### src/rtl/bt601_field_detect.sv
module bt601_field_detect #(
  parameter int SKEW_W = 10
) (
  input  logic              clk,
  input  logic              rst_n,
  input  logic              hs_in,
  input  logic              vs_in,
  input  logic [SKEW_W-1:0] cfg_skew,
  input  logic              cfg_hs_inv,
  input  logic              cfg_vs_inv,
  input  logic              cfg_vs_fall,
  output logic              hs_out,
  output logic              vs_out,
  output logic              hs_edge,
  output logic              vs_edge,
  output logic              field_top,
  output logic              field_valid
);
  localparam int CNT_W = SKEW_W + 1;

  logic             hs_cap, vs_pos, vs_neg, vs_neg_rs;
  logic             hs_prev, vs_prev;
  logic [CNT_W-1:0] hcnt, vcnt;
  logic             pending;

  wire hs_c = hs_in ^ cfg_hs_inv;
  wire vs_c = vs_in ^ cfg_vs_inv;

  always_ff @(negedge clk or negedge rst_n)
    if (!rst_n) vs_neg <= 1'b0;
    else        vs_neg <= vs_c;

  always_ff @(posedge clk or negedge rst_n)
    if (!rst_n) begin
      hs_cap    <= 1'b0;
      vs_pos    <= 1'b0;
      vs_neg_rs <= 1'b0;
      hs_prev   <= 1'b0;
      vs_prev   <= 1'b0;
    end else begin
      hs_cap    <= hs_c;
      vs_pos    <= vs_c;
      vs_neg_rs <= vs_neg;
      hs_prev   <= hs_out;
      vs_prev   <= vs_out;
    end

  assign hs_out  = hs_cap;
  assign vs_out  = cfg_vs_fall ? vs_neg_rs : vs_pos;
  assign hs_edge = hs_out & ~hs_prev;
  assign vs_edge = vs_out & ~vs_prev;

  wire [CNT_W-1:0] skew  = {1'b0, cfg_skew};
  wire [CNT_W-1:0] hdist = hs_edge ? '0 : hcnt;
  wire vs_top   = vs_edge && (hdist <= skew);
  wire pend_top = pending && !vs_edge && hs_edge && (vcnt <= skew);
  wire pend_bot = pending && !vs_edge && !pend_top && (vcnt >= skew);
  wire decide   = vs_top | pend_top | pend_bot;

  always_ff @(posedge clk or negedge rst_n)
    if (!rst_n) begin
      hcnt        <= '1;
      vcnt        <= '1;
      pending     <= 1'b0;
      field_top   <= 1'b0;
      field_valid <= 1'b0;
    end else begin
      if (hs_edge)        hcnt <= CNT_W'(1);
      else if (~&hcnt)    hcnt <= hcnt + 1'b1;
      if (vs_edge)        vcnt <= CNT_W'(1);
      else if (~&vcnt)    vcnt <= vcnt + 1'b1;
      pending     <= vs_edge ? !vs_top : (pending && !decide);
      field_valid <= decide;
      if (decide) field_top <= vs_top | pend_top;
    end
endmodule


### config.mk
export PLATFORM = sky130hd
export DESIGN_NAME = bt601_field_detect
export DESIGN_NICKNAME = d
export VERILOG_FILES = /design/src/rtl/bt601_field_detect.sv
export SDC_FILE = /design/constraint.sdc
export NUM_CORES = 1
export LEC_CHECK = 0
export CAP_MARGIN = 20
export CELL_PAD_IN_SITES_DETAIL_PLACEMENT = 1
export CELL_PAD_IN_SITES_GLOBAL_PLACEMENT = 1
export CORE_ASPECT_RATIO = 2
export CORE_MARGIN = 2
export CORE_UTILIZATION = 25
export CTS_CLUSTER_DIAMETER = 40
export DETAILED_ROUTE_END_ITERATION = 7
export PLACE_DENSITY_LB_ADDON = 0.1
export SLEW_MARGIN = 15
export SYNTH_ARGS = -nofsm -noshare
export SYNTH_HDL_FRONTEND = slang
export SYNTH_SLANG_ARGS = --single-unit
### constraint.sdc
create_clock -name clk -period 2.98 [get_ports clk]
set_input_delay 0.298 -clock clk [delete_from_list [all_inputs] [get_ports clk]]
set_output_delay 0.298 -clock clk [all_outputs]
set_load 0.02 [all_outputs]
==> results.py <==
metrics = {
    "pwr": {
        "power.net_switching_mw": 0.456,
        "leakage_nw": 1.07,
        "pwr-share-clk": 0.389,
        "ir_worst_vdd_uv": 340,
        "combinationalPowerShare": 0.228,
        "swShare": 0.293,
        "power_density_nw_per_um2": 621,
        "intPower_mw": 1.10,
        "pwr-share-seq": 0.383,
    },
    "timing": {
        "fin_ws_ns": 0.490,
        "rsz0062_at_grt": "no",
        "hold_violations": 0,
        "holdWs_ns": 0.405,
        "fin_crit_ns": 2.49,
        "relSlewSlack": 0.551,
        "finalClockSkew_ns": 0.0220,
        "tightestPinTransition_ns": 0.674,
        "tns_ns": 0,
        "finalSetupViolCount": 0,
        "max_clock_freq_ghz": 0.402,
        "finalCritPeriodShare": 0.835,
        "timing.final.max_slew_violations": 0,
    },
    "logic_synthesis": {
        "yosysSeqAreaShare": 0.403,
        "synth-main-ff-cell": "dfstp_2",
        "synth_edf_count": 0,
        "synth_compound_area_frac": 0.125,
        "yosysWarnings": 0,
        "async_flop_share": 1.00,
        "synth_area_leaders": "dfstp_2, ha_1, dfrtp_1",
        "yosys-top-cells-count": "nor2_1, dfstp_2, ha_1",
        "synthXorXnorAreaFrac": 0.0659,
        "synth_top_area_cell": "dfstp_2",
        "synth.area.mux_share": 0.0157,
        "syn_area_um2": 1990,
        "postSynthCellCount": 212,
        "yosysMostFrequentCell": "nor2_1",
        "synth_top_area_share": 0.290,
        "synthAdderAreaFrac": 0.138,
        "synth.net_count": 251,
        "yosys.area_share.simple": 0.213,
        "synth_top_family_by_area": "simple AND/OR/NAND/NOR gates",
        "postSynthAreaPerCell_um2": 9.40,
        "ys_ff_latch": 31,
        "synth_cell_types": 45,
    },
    "placed_design": {
        "portBuffers": 22,
        "hpwl_um": 3900,
        "gp_congestion": 0.740,
        "dpl-instance-area_um2": 2330,
        "place_ws_ns": 0.417,
    },
    "critical_path": {
        "setup.worst_path.class": "flip-flop to flip-flop",
        "cp.arrival_ns": 2.63,
        "critPathLaunchType": "flip-flop",
        "cp_max_fo": 19,
        "required_ns": 3.12,
        "endpoint_kind": "flip-flop",
    },
    "clock_tree": {
        "cts_setup_buffers": 0,
        "cts_tree": "yes",
        "cts.repair.resized": 0,
        "h-tree-depth": 2,
        "cts_buffer_depth": 2,
        "cts_sinks": 31,
        "cts_root_buffer": "clkbuf_16",
        "hold_buffers": 0,
        "clock_latency_ns": 0.30,
        "numCtsBuffers": 5,
        "clk_pin_slew_ns": 0.05,
    },
    "route": {
        "drt-met1-wl_um": 2310,
        "top_layer": "met4",
        "wl_um": 5050,
        "drc": 0,
        "viasPerCell": 4.76,
        "vias": 1594,
        "dr_wl_met3_um": 170,
        "first_pass_iters": 4,
        "ant_nets": 0,
        "wl_per_cell_um": 15.1,
        "drtIter0Drc": 63,
        "met2_length_um": 2460,
    },
    "cells_and_area": {
        "drive_above_1_share": 0.155,
        "postLayoutCellArea_um2": 2500,
        "n_antenna_cell": 0,
        "nets": 277,
        "syn2layout_area_growth_pct": 25.7,
        "post-route-util": 0.320,
        "fill_cells": 958,
    },
    "run": {
        "cap_violations": 0,
    },
    "floorplan": {
        "die_area_um2": 8750,
        "initial_utilization": 0.255,
        "ios": 23,
        "chipHeight_um": 130,
        "core_um2": 7830,
        "num_rows": 46,
        "die_width_um": 67.1,
    },
    "grt": {
        "grt.overflow.total": 0,
        "grt_pass1_vias": 1690,
        "grt_pass1_wl_um": 8460,
        "antenna_found_initial": 0,
        "grt_use_total": 0.133,
        "grt_max_degree": 31,
    },
    "hold_path": {
        "hold_path.class": "flip-flop to flip-flop",
    },
    "outcome": {
        "status": "finished, final reports clean",
    },
}
worst paths after layout:
check	start	to	slack [ns]	depth (start not counted)
max	hs_prev$_DFF_PN0_	field_valid$_DFF_PN0_	0.49	8
min	hs_out$_DFF_PN0_	hs_prev$_DFF_PN0_	0.41	0
max reg2reg	hs_prev$_DFF_PN0_	field_valid$_DFF_PN0_	0.49	8
min reg2reg	hs_out$_DFF_PN0_	hs_prev$_DFF_PN0_	0.41	0
max in group asynchronous	rst_n	vs_neg$_DFF_NN0_	1.16	1
min in group asynchronous	rst_n	hs_prev$_DFF_PN0_	0.62	2
metrics by stage:
step / power (mW) / cells
final: 1.56 / 335
after floorplan: 0.825 / 212
after global placement: 0.956 / 327
after detailed placement: 0.967 / 327
after global routing: 1.66 / 335
after CTS: 1.59 / 335
registers in the layout, summed over array words and instances (netlist names):
signal       cells
field_valid      1
vs_neg_rs        1
vs_neg           1
vs_prev          1
pending          1
hs_prev          1
field_top        1
vcnt            11
vs_pos           1
hs_out           1
hcnt            11
worst max-delay path: stages, from the launching register on:
cell,delay [ns]
dfrtp_1,0.35
nand2b_1,0.44
and2_1,0.34
ha_1,0.30
and4_1,0.22
and4_1,0.22
nand2_1,0.09
a21boi_1,0.24
o22ai_1,0.15
power groups by stage:
stage / sequential (mW) / clock, mW / combinational (mW)
6_report: 0.596 / 0.605 / 0.354
5_1_grt: 0.611 / 0.638 / 0.412
4_1_cts: 0.599 / 0.627 / 0.364
3_5_place_dp: 0.605 / 0 / 0.361
3_3_place_gp: 0.605 / 0 / 0.351
2_1_floorplan: 0.583 / 0 / 0.242
logic make-up after synthesis:
| group | after synthesis |
|---|---|
| compound gates | 38 |
| xor+xnor | 15 |
| buf+inv | 20 |
| mux | 3 |
| fa+ha+maj | 22 |
| flops | 31 |
| simple gates | 83 |
routing by layer:
| layer | GRT usage | vias up |
|---|---|---|
| li1 | - | 798 |
| met1 | 0.158 | 766 |
| met2 | 0.219 | 22 |
| met3 | 0.0310 | 8 |
| met4 | 0.0648 | 0 |
| met5 | 0 | - |
layout by cell type (no fill, tap or decap), types with 4 or more instances in the layout:
master,n
a211oi_1,4
a21oi_1,6
a31oi_1,4
and2_1,8
clkbuf_16,5
clkdlybuf4s50_1,22
dfrtp_1,8
dfstp_2,22
ha_1,22
inv_1,13
nand2_1,15
nand3_1,13
nand4_1,4
nor2_1,24
o21ai_0,6
o21ai_1,5
xnor2_1,8
xor2_1,7
cell type report:
class	count	area (um^2)	share of cell area
multi-input combinational	161	1110	0.444
sequential	31	803	0.321
timing repair buffer	25	243	0.0969
clock buffer	6	139	0.0554
tap	96	120	0.0480
inverter	14	52.6	0.0210
clock inverter	2	35.0	0.0140
(Power assumes the default switching activity.)
